==> src/rtl/serial_tx_framer.sv <==
module serial_tx_framer (
  input  logic       clk,
  input  logic       rst_n,
  input  logic       wr_en,
  input  logic [7:0] wr_data,
  input  logic       baud_tick,
  input  logic [1:0] char_len,
  input  logic [2:0] parity_mode,
  input  logic       two_stop,
  input  logic       break_en,
  output logic       txd,
  output logic       buf_empty,
  output logic       tx_idle
);

  localparam int DW = 8;
  localparam int MIN_DW = 5;
  localparam int FW = 1 + DW + 1 + 2;
  localparam int CW = $clog2(FW + 1);

  logic [DW-1:0] hold_q;
  logic          hold_full_q;
  logic          busy_q;
  logic [FW-1:0] shift_q;
  logic [CW-1:0] left_q;
  logic          txd_q;

  logic [FW-1:0] frame_d;
  logic [CW-1:0] len_d;
  logic [DW-1:0] dval;
  logic          pbit;
  int            nd;

  wire last_bit = busy_q && (left_q == CW'(1));
  wire load     = baud_tick && hold_full_q && (!busy_q || last_bit);

  always_comb begin
    nd   = MIN_DW + int'(char_len);
    dval = hold_q & DW'((32'd1 << nd) - 32'd1);
    case (parity_mode[2:1])
      2'b00:   pbit = ~(^dval);
      2'b01:   pbit = ^dval;
      2'b10:   pbit = 1'b1;
      default: pbit = 1'b0;
    endcase
    frame_d    = '1;
    frame_d[0] = 1'b0;
    for (int i = 0; i < DW; i++)
      if (i < nd) frame_d[i+1] = dval[i];
    for (int i = MIN_DW; i <= DW; i++)
      if (parity_mode[0] && i == nd) frame_d[i+1] = pbit;
    len_d = CW'(2 + nd + int'(parity_mode[0]) + int'(two_stop));
  end

  always_ff @(posedge clk) begin
    if (!rst_n) begin
      hold_q      <= '0;
      hold_full_q <= 1'b0;
      busy_q      <= 1'b0;
      shift_q     <= '1;
      left_q      <= '0;
      txd_q       <= 1'b1;
    end else begin
      if (load)
        hold_full_q <= 1'b0;
      else if (wr_en && !hold_full_q) begin
        hold_q      <= wr_data;
        hold_full_q <= 1'b1;
      end
      if (baud_tick && busy_q) begin
        if (last_bit)
          busy_q <= 1'b0;
        else begin
          shift_q <= {1'b1, shift_q[FW-1:1]};
          left_q  <= left_q - CW'(1);
        end
      end
      if (load) begin
        busy_q  <= 1'b1;
        shift_q <= frame_d;
        left_q  <= len_d;
      end
      txd_q <= break_en ? 1'b0 : (busy_q ? shift_q[0] : 1'b1);
    end
  end

  assign txd       = txd_q;
  assign buf_empty = !hold_full_q;
  assign tx_idle   = !busy_q;

  assert_line_high_when_idle_R1: assert property (@(posedge clk) disable iff (!rst_n)
    (tx_idle && !break_en) |=> txd);

  assert_shift_only_on_tick_R2: assert property (@(posedge clk) disable iff (!rst_n)
    (busy_q && !baud_tick) |=> $stable(shift_q) && $stable(left_q));

  assert_bit_count_in_range_R5: assert property (@(posedge clk) disable iff (!rst_n)
    busy_q |-> (left_q >= CW'(1) && left_q <= CW'(FW)));

  assert_break_forces_low_R6: assert property (@(posedge clk) disable iff (!rst_n)
    break_en |=> !txd);

  assert_empty_stays_empty_R7: assert property (@(posedge clk) disable iff (!rst_n)
    (buf_empty && !wr_en) |=> buf_empty);

  assert_buffer_drains_on_tick_R7: assert property (@(posedge clk) disable iff (!rst_n)
    $rose(buf_empty) |-> $past(baud_tick));

  assert_no_gap_between_frames_R9: assert property (@(posedge clk) disable iff (!rst_n)
    (last_bit && baud_tick && !buf_empty) |=> !tx_idle);

  assert_full_write_ignored_R10: assert property (@(posedge clk) disable iff (!rst_n)
    (wr_en && !buf_empty && !baud_tick) |=> $stable(hold_q));

endmodule

==> config.mk <==
export PLATFORM = sky130hd
export DESIGN_NAME = serial_tx_framer
export DESIGN_NICKNAME = d
export VERILOG_FILES = /design/src/rtl/serial_tx_framer.sv
export SDC_FILE = /design/constraint.sdc
export NUM_CORES = 1
export LEC_CHECK = 0
export ABC_AREA = 1
export CELL_PAD_IN_SITES_DETAIL_PLACEMENT = 1
export CELL_PAD_IN_SITES_GLOBAL_PLACEMENT = 1
export CORE_UTILIZATION = 42
export DETAILED_ROUTE_END_ITERATION = 16
export PLACE_DENSITY_LB_ADDON = 0.1
export SKIP_CTS_REPAIR_TIMING = 1
export SYNTH_ARGS = -nofsm -noshare
export SYNTH_HDL_FRONTEND = slang
export SYNTH_SLANG_ARGS = --single-unit
==> constraint.sdc <==
create_clock -name clk -period 3.9 [get_ports clk]
set_input_delay 0.39 -clock clk [delete_from_list [all_inputs] [get_ports clk]]
set_output_delay 0.39 -clock clk [all_outputs]
set_load 0.01 [all_outputs]
== Word level (Yosys, flattened, before mapping) ==
Cells that the tools add are included.
Storage, ports and cells
  bits in registers: 25
  bits of input ports: 19
Operators by class
  multiplexer cells: 24
  reduce and logical (&&, ||, !) cells: 20
  shifts and indexed selects: 1
  add/sub/neg operators: 6
  equality and inequality tests: 8
  bitwise operators: 4
  magnitude comparators: 8
Operators with widths (count)
  $mux W10: 3
  $mux W1: 17
  $lt A3 B4 Y1 const A: 4
  $eq A3 B4 Y1 const A: 3
  $mux W4: 3
  $logic_and A1 B1 Y1: 9
  $add A4 B1 Y4: 2
  $and A8 B8 Y8: 1
  $lt A1 B4 Y1 const A: 2
  $lt A2 B4 Y1 const A: 2
  $reduce_xor A8 Y1: 1
  $shl A1 B4 Y8 const A: 1
  $sub A8 B1 Y8 const B: 1
  $reduce_and A2 Y1: 3
  $add A2 B4 Y4 const A: 1
  $add A3 B2 Y4 const A: 1
  $eq A4 B1 Y1 const B: 1
  $eq A4 B4 Y1 const A: 1
  $reduce_bool A2 Y1: 2
  $sub A4 B1 Y4 const B: 1
  $not A1 Y1: 3
  $pmux W1 S3: 1
  $eq A2 B1 Y1 const B: 1
  $eq A2 B2 Y1 const B: 1
  other kinds (5): 6

== Logic depth before layout (Yosys ltp) ==
Gate-level depths: netlist of the first run.
  depth in word-level cells: 9
  gate-level depth with buffers: 17
  mapped depth without buffers: 17

== Worst setup path after synthesis of the first run ==
Ideal clock, no wire load.
  path type: input-to-reg
  start: input char_len[0]
  end: register shift_q[6]
  setup slack: 2.234 ns
  library setup time: 0.112 ns
  cell stages on the path: 17
  data arrival time: 1.554 ns
  cell sequence: inv_1 -> ha_1 -> inv_1 -> nand2_1 -> nand2_1 -> nor2_2 -> nand2_1 -> inv_1 -> nor2_2 -> nand2_2 -> nand2_2 -> nand2_2 -> nand4_1 -> nand2_1 -> nand2_1 -> nand2_1 -> nand2_1
Between the ends
  longest elaborated chain between the ends: 9
Ends and longest elaborated chain
  from (decl): RTL line 7  | input logic [1:0] char_len,
  $add A3 B2 Y4 *: RTL line 38  | nd = MIN_DW + int'(char_len);
  $shl A1 B4 Y8: RTL line 39  | dval = hold_q & DW'((32'd1 << nd) - 32'd1);
  $sub A8 B1 Y8: RTL line 39
  $and A8 B8 Y8: RTL line 39
  $reduce_xor A8 Y1: RTL line 41, 42
  $not A1 Y1: RTL line 41  | 2'b00: pbit = ~(^dval);
  $pmux W1 S3: RTL line 40  | case (parity_mode[2:1])
  $mux W1 *: RTL line 51  | if (parity_mode[0] && i == nd) frame_d[i+1] = pbit;
  $mux W10 *: RTL line 78  | if (load) begin
  to (signal assigned): RTL line 74  | shift_q <= {1'b1, shift_q[FW-1:1]};
  to (signal assigned): RTL line 80  | shift_q <= frame_d;
  to (decl): RTL line 24  | logic [FW-1:0] shift_q;
Mark *: on every way between the ends. The rest lies on a longest branch, timed or not.
A chain may end at the register's enable or synchronous reset.

== Worst setup path after layout of the first run ==
  start: input char_len[0]
  end: register shift_q[7]
The elaborated chain is that of the path after synthesis.

==> results.sh, run 1 <==
export IMPL_status="finished, final reports clean"
export IMPL_synth_fa_ha_area_share_pct=8.43
export IMPL_tightest_slew_ns=0.754
export IMPL_gp_congestion=0.816
export IMPL_cpMostUsedCell="nand2_1"
export IMPL_synth_compound_area_share_pct=16.9
export IMPL_irDropWorstVdd_v=0.000268
export IMPL_wl_per_cell_um=13.9
export IMPL_routed_top_layer="met4"
export IMPL_synth_cell_types=29
export IMPL_dieArea_um2=3990
export IMPL_critical_path_buf_inv_count=3
export IMPL_fin_total_pwr_uw=653
export IMPL_worstPathRequired_ns=4.07
export IMPL_routedLengthMet1_mm=1.82
export IMPL_ys_warn_count=0
export IMPL_synth_edf_count=0
export IMPL_layout_nets=270
export IMPL_routed_wl_mm=3.99
export IMPL_grtUsageTotal_pct=21.9
export IMPL_firstDrtPassIters=4
export IMPL_finish_utilization_pct=52.9
export IMPL_maxSlewHeadroom_pct=49.6
export IMPL_cts_path_max_buffers=2
export IMPL_cp_cell_sequence="clkdlybuf4s50_1 > inv_1 > ha_1 > inv_2 > nand3_1 > nand2_1 > nand2_1 > nand2_1 > nand3_1 > nand3_2 > nand4_1 > nand2_1 > nand2_1 > nand2_1 > nand2_1"
export IMPL_root_buffer="clkbuf_8"
export IMPL_setup_ws_ns=1.70
export IMPL_grt_max_degree=23
export IMPL_ys_seq_area_share_pct=31.8
export IMPL_fin_skew_ns=0.00234
export IMPL_syn_inst=222
export IMPL_tritoncts="yes"
export IMPL_drc_errors=0
export IMPL_endpoint_kind="flop"
export IMPL_htree_levels=1
export IMPL_grt_pass1_vias=1513
export IMPL_area_growth_pct=16.6
export IMPL_final_max_slew_viol_count=0
export IMPL_slowest_stage="clkdlybuf4s50_1"
export IMPL_cp_top_family="simple AND/OR/NAND/NOR gates"
export IMPL_finalCritPeriodShare_pct=56.4
export IMPL_hp_class="flop to flop"
export IMPL_synthTopCellsByArea="dfxtp_1 32%, nand2_1 13%, ha_1 7.2%"
export IMPL_cts_sink_count=25
export IMPL_yosysTopAreaCellShare_pct=31.8
export IMPL_insertion_delay_ns=0.26
export IMPL_ioPinCount=22
export IMPL_core_area_um2=3470
export IMPL_dr_wl_met2_mm=2.00
export IMPL_synth_simple_area_share_pct=27.9
export IMPL_antenna_cells=0
export IMPL_synth_top_family_by_area="simple AND/OR/NAND/NOR gates"
export IMPL_finalSetupViolCount=0
export IMPL_synth_top_area_cell="dfxtp_1"
export IMPL_slowest_delay_ns=0.51
export IMPL_die_w_um=63.2
export IMPL_tns_ns=0
export IMPL_vias=1453
export IMPL_p_leak_nw=0.901
export IMPL_grt_overflow=0
export IMPL_io_buffers=21
export IMPL_viasPerCell=5.08
export IMPL_die_h_um=63.2
export IMPL_drive_gt1_share_pct=12.1
export IMPL_synth_area_um2=1570
export IMPL_synth_fp_nets=251
export IMPL_synth_mux_area_fraction_pct=0
export IMPL_synth_seq_cells=25
export IMPL_cts_buffers=3
export IMPL_clk_pin_slew_worst_paths_ns=0.09
export IMPL_hold_viol=0
export IMPL_path_class="primary input to flop"
export IMPL_synth_area_per_cell_um2=7.08
export IMPL_wl_met3_um=87
export IMPL_max_freq_ghz=0.455
export IMPL_start_util_pct=45.3
export IMPL_finalCriticalPeriod_ns=2.20
export IMPL_async_flop_share_pct=0
export IMPL_synth_ff_type="dfxtp_1"
export IMPL_synth_xor_area_share_pct=2.78
export IMPL_worst_ep_arrival_time_ns=2.37
export IMPL_critPathMaxFanout=5
export IMPL_rows=21
export IMPL_drt_iter0_drc=31
export IMPL_rsz0062_at_grt="false"
export IMPL_ant_nets=0
export IMPL_place_ws_ns=1.43
export IMPL_antenna_found_initial=0
export IMPL_cap_violations=0
export IMPL_grt_pass1_wl_mm=6.86
export IMPL_hpwlAfterDp_mm=3.14
export IMPL_p_per_area_nw_per_um2=356
export IMPL_critPathLaunchType="primary input"
[through the flow]
step	hold WS, ns	instance area (um^2)	std cells
after global placement	0.451	1790	282
final	0.484	1830	286
after CTS	0.484	1830	286
after global routing	0.492	1830	286
after floorplan	0.433	1570	222
after detailed placement	0.462	1790	282
[worst register-to-register path: stages, from the launching register on]
cell,delay (ns)
dfxtp_1,0.34
inv_1,0.08
ha_1,0.22
a31oi_4,0.25
inv_2,0.07
nor2_2,0.09
inv_2,0.08
nand2_4,0.13
inv_2,0.14
nand2_1,0.08
nand2_1,0.07
inv_1,0.10
nand2_1,0.05
[sequential cells by signal (all words and copies together) (netlist names)]
signal,flops
left_q,4
hold_q,8
txd,1
hold_full_q,1
busy_q,1
shift_q,10
[cells by family (layout without fill, tap and decap cells)]
group	Yosys count	in the layout
simple gates	96	96
compound gates	42	42
fa+ha+maj	10	10
xor+xnor	5	5
buf+inv	44	62
flops	25	25
[worst paths after layout]
path	endpoint	depth (start not counted)	start	slack [ns]
min reg2reg	shift_q[3]	2	shift_q[3]	0.48
max	shift_q[7]	15	char_len[0]	1.70
max reg2reg	shift_q[7]	12	left_q[1]	2.11
min	shift_q[3]	2	shift_q[3]	0.48
[where the power goes]
part | total [mW] | switching (mW) | internal [mW]
Clock | 0.151 | 0.0800 | 0.0714
Combinational | 0.203 | 0.122 | 0.0808
Sequential | 0.299 | 0.0177 | 0.281
Total | 0.653 | 0.219 | 0.434
[layer usage]
metal,GRT usage [%],up-vias
met5,0,-
met4,7.39,0
met3,1.81,8
met2,39.5,22
met1,27.2,685
li1,-,738
[placed cells by master, fill, tap and decap left out]
cell / Yosys / final
xor2_1: 3 / 3
a31oi_4: 1 / 1
nor2_1: 17 / 17
o211ai_1: 3 / 3
clkinv_2: 0 / 1
fa_1: 1 / 1
nand2_2: 4 / 4
a211oi_1: 1 / 1
dfxtp_1: 25 / 25
nand4_1: 3 / 3
clkdlybuf4s50_1: 0 / 21
clkbuf_8: 0 / 3
o21ai_0: 17 / 17
ha_1: 9 / 9
o21ai_1: 3 / 3
xnor2_1: 2 / 2
a21oi_1: 9 / 9
inv_2: 8 / 8
o22ai_1: 2 / 2
nand2_4: 2 / 2
o211ai_2: 3 / 3
inv_1: 29 / 29
nor2_4: 1 / 1
nand2_1: 53 / 53
nand3_1: 10 / 10
nor2_2: 3 / 3
a31oi_1: 3 / 3
nand3_2: 3 / 3
[cell type report]
cell class | instances | area [um^2]
well taps | 46 | 57.6
clock buffers | 3 | 41.3
flip-flops and latches | 25 | 500
clock inverters | 1 | 5.00
multi-input cells | 153 | 881
fillers | 479 | 1630
inverters | 37 | 139
repair buffers | 21 | 210
[cells in the mapped netlist, types with 2 or more instances]
library cell,n
o211ai_2,3
nand2_1,53
xor2_1,3
a31oi_1,3
nand3_1,10
nand4_1,3
o211ai_1,3
nand2_4,2
inv_2,8
nand2_2,4
dfxtp_1,25
inv_1,29
buf_2,2
ha_1,9
nor2_2,3
o21ai_1,3
o21ai_0,17
xnor2_1,2
a21oi_1,9
buf_6,3
nand3_2,3
o22ai_1,2
nor2_1,17
Power figures use the tool's default switching activity.
==> inputs of run 2 (changes only) <==
CORE_UTILIZATION = 39   (was 42)
clock period = 2.2 ns   (was 3.9 ns; I/O delays follow)
==> run 2 against run 1 <==
Critical path depth increased by 2; register-to-register slack got worse by 1.7 ns; via count up 1.0%; global-route usage increased by 0.10 points; count of clock-buffer cells in the layout increased by 1; critical endpoint is now shift_q[6].
==> results.sh, run 2 (synthesis results as in run 1) <==
export IMPL_status="finished, final reports clean"
export IMPL_r2r_start="left_q[1]"
export IMPL_slowest_delay_ns=0.54
export IMPL_die_h_um=65.5
export IMPL_slowest_stage="clkdlybuf4s50_1"
export IMPL_fill_cells=493
export IMPL_die_w_um=65.5
export IMPL_mostFrequentLayoutCells="53 x nand2_1, 29 x inv_1, 25 x dfxtp_1, 21 x clkdlybuf4s50_1"
export IMPL_fin_skew_ns=0.00274
export IMPL_cts_buffers=3
export IMPL_path_class="primary input to flop"
export IMPL_reg_top3="shift_q: 10 flops, hold_q: 8 flops, left_q: 4 flops"
export IMPL_critPathLaunchType="primary input"
export IMPL_vias=1468
export IMPL_p_per_area_nw_per_um2=622
export IMPL_dieArea_um2=4290
export IMPL_p_seq_share_pct=45.3
export IMPL_mostFrequentLayoutCell="nand2_1"
export IMPL_startpoint="char_len[1]"
export IMPL_layout_nets=275
export IMPL_insertion_delay_ns=0.27
export IMPL_io_buffers=21
export IMPL_hpwlAfterDp_mm=3.28
export IMPL_endpoint_kind="flop"
export IMPL_ant_nets=0
export IMPL_hold_viol=0
export IMPL_finalCriticalPeriod_ns=1.97
export IMPL_p_switching_uw=389
export IMPL_largest_reg_flops=10
export IMPL_ioPinCount=22
export IMPL_grt_max_degree=15
export IMPL_grt_overflow=0
export IMPL_critical_path_buf_inv_count=4
export IMPL_grt_pass1_vias=1596
export IMPL_finalSetupViolCount=0
export IMPL_p_leak_nw=0.922
export IMPL_irDropWorstVdd_v=0.000418
export IMPL_cap_violations=0
export IMPL_whs_ns=0.479
export IMPL_internal_power_uw=777
export IMPL_drt_iter0_drc=21
export IMPL_core_area_um2=3770
export IMPL_htree_levels=1
export IMPL_clk_pin_slew_worst_paths_ns=0.09
export IMPL_viasPerCell=5.01
export IMPL_gp_congestion=0.796
export IMPL_largest_register="shift_q"
export IMPL_critPathMaxFanout=4
export IMPL_drc_errors=0
export IMPL_cts_path_max_buffers=2
export IMPL_cpMostUsedCell="nand2_1"
export IMPL_finalCritPeriodShare_pct=89.5
export IMPL_rsz0062_at_grt="false"
export IMPL_switching_share_pct=33.3
export IMPL_grtUsageTotal_pct=22.0
export IMPL_wl_per_cell_um=14.0
export IMPL_cp_cell_sequence="clkdlybuf4s50_1 > inv_1 > ha_1 > inv_2 > nand2_1 > nand2_1 > nand2_1 > nand2_1 > inv_1 > nor2_2 > nand2_2 > nand3_2 > nand4_1 > nand2_1 > nand2_1 > nand2_1 > nand2_1"
export IMPL_dpl_cell_area_um2=1830
export IMPL_cts_sink_count=25
export IMPL_combPwrFrac_pct=31.2
export IMPL_area_growth_pct=19.1
export IMPL_final_max_slew_viol_count=0
export IMPL_clkPwrFrac_pct=23.5
export IMPL_root_buffer="clkbuf_8"
export IMPL_tightest_slew_ns=0.393
export IMPL_finalNonFillerCells=293
export IMPL_tritoncts="yes"
export IMPL_antenna_found_initial=0
export IMPL_max_freq_ghz=0.508
export IMPL_antenna_cells=0
export IMPL_hold_path_startpoint="shift_q[3]"
export IMPL_hp_class="flop to flop"
export IMPL_final_area_um2=1870
export IMPL_dp_cells=289
export IMPL_start_util_pct=41.7
export IMPL_grt_pass1_wl_mm=7.04
export IMPL_worstPathRequired_ns=2.37
export IMPL_drive_gt1_share_pct=13.5
export IMPL_maxSlewHeadroom_pct=73.8
export IMPL_rows=22
export IMPL_worst_ep_arrival_time_ns=2.14
export IMPL_finish_utilization_pct=49.7
export IMPL_cp_top_family="simple AND/OR/NAND/NOR gates"
export IMPL_firstDrtPassIters=4
export IMPL_routed_wl_mm=4.09
==> run 2: final cells by class <==
class	count	area, um^2	share of cell area, %
multi-input cells	153	881	47.0
inverters	37	139	7.41
well taps	48	60.1	3.21
repair buffers	26	248	13.2
clock buffers	4	45.0	2.40
flip-flops and latches	25	500	26.7
==> run 2: through the flow <==
| step | power, mW | TNS, ns | worst slack, ns |
|---|---|---|---|
| final | 1.17 | 0 | 0.231 |
| after global routing | 1.25 | 0 | 0.0745 |
| after CTS | 1.18 | 0 | 0.208 |
| after detailed placement | 0.905 | -0.201 | -0.0780 |
| after global placement | 0.881 | 0 | 0.0397 |
| after floorplan | 0.791 | 0 | 0.704 |
==> run 2: path summary, 6_finish.rpt <==
check | end | slack (ns) | depth (start not counted)
min | shift_q[3] | 0.48 | 2
min reg2reg | shift_q[3] | 0.48 | 2
max reg2reg | shift_q[6] | 0.44 | 12
max | shift_q[6] | 0.23 | 17
==> run 2: power groups by stage <==
stage / sequential (mW) / combinational, mW / clock, mW
after floorplan: 0.532 / 0.258 / 0
after global placement: 0.537 / 0.344 / 0
after detailed placement: 0.539 / 0.365 / 0
after CTS: 0.529 / 0.369 / 0.285
after global routing: 0.534 / 0.413 / 0.303
final: 0.529 / 0.363 / 0.274
==> run 2: worst register-to-register path, stage by stage, from the launching register on <==
cell and delay (ns):
dfxtp_1 0.34, inv_1 0.08, ha_1 0.23, a31oi_4 0.24, inv_2 0.07, nor2_2 0.11, inv_2 0.09, nand2_4 0.14
inv_2 0.14, nand2_1 0.08, nand2_1 0.05, inv_1 0.05, nand2_1 0.05
==> run 2: metal layers <==
layer  track usage (%)  vias up  share of wire [%]
met2              41.0       24                 50
met4              9.24        0                2.0
li1                  -      755                  -
met3              4.17        7                3.4
met5                 0        -                  0
met1              24.0      682                 44
==> inputs of run 3 (changes only) <==
ABC_CLOCK_PERIOD_IN_PS = 2200   (was default)
==> results of run 3 <==
The final DEF is identical to that of run 2; final timing and power are the same.
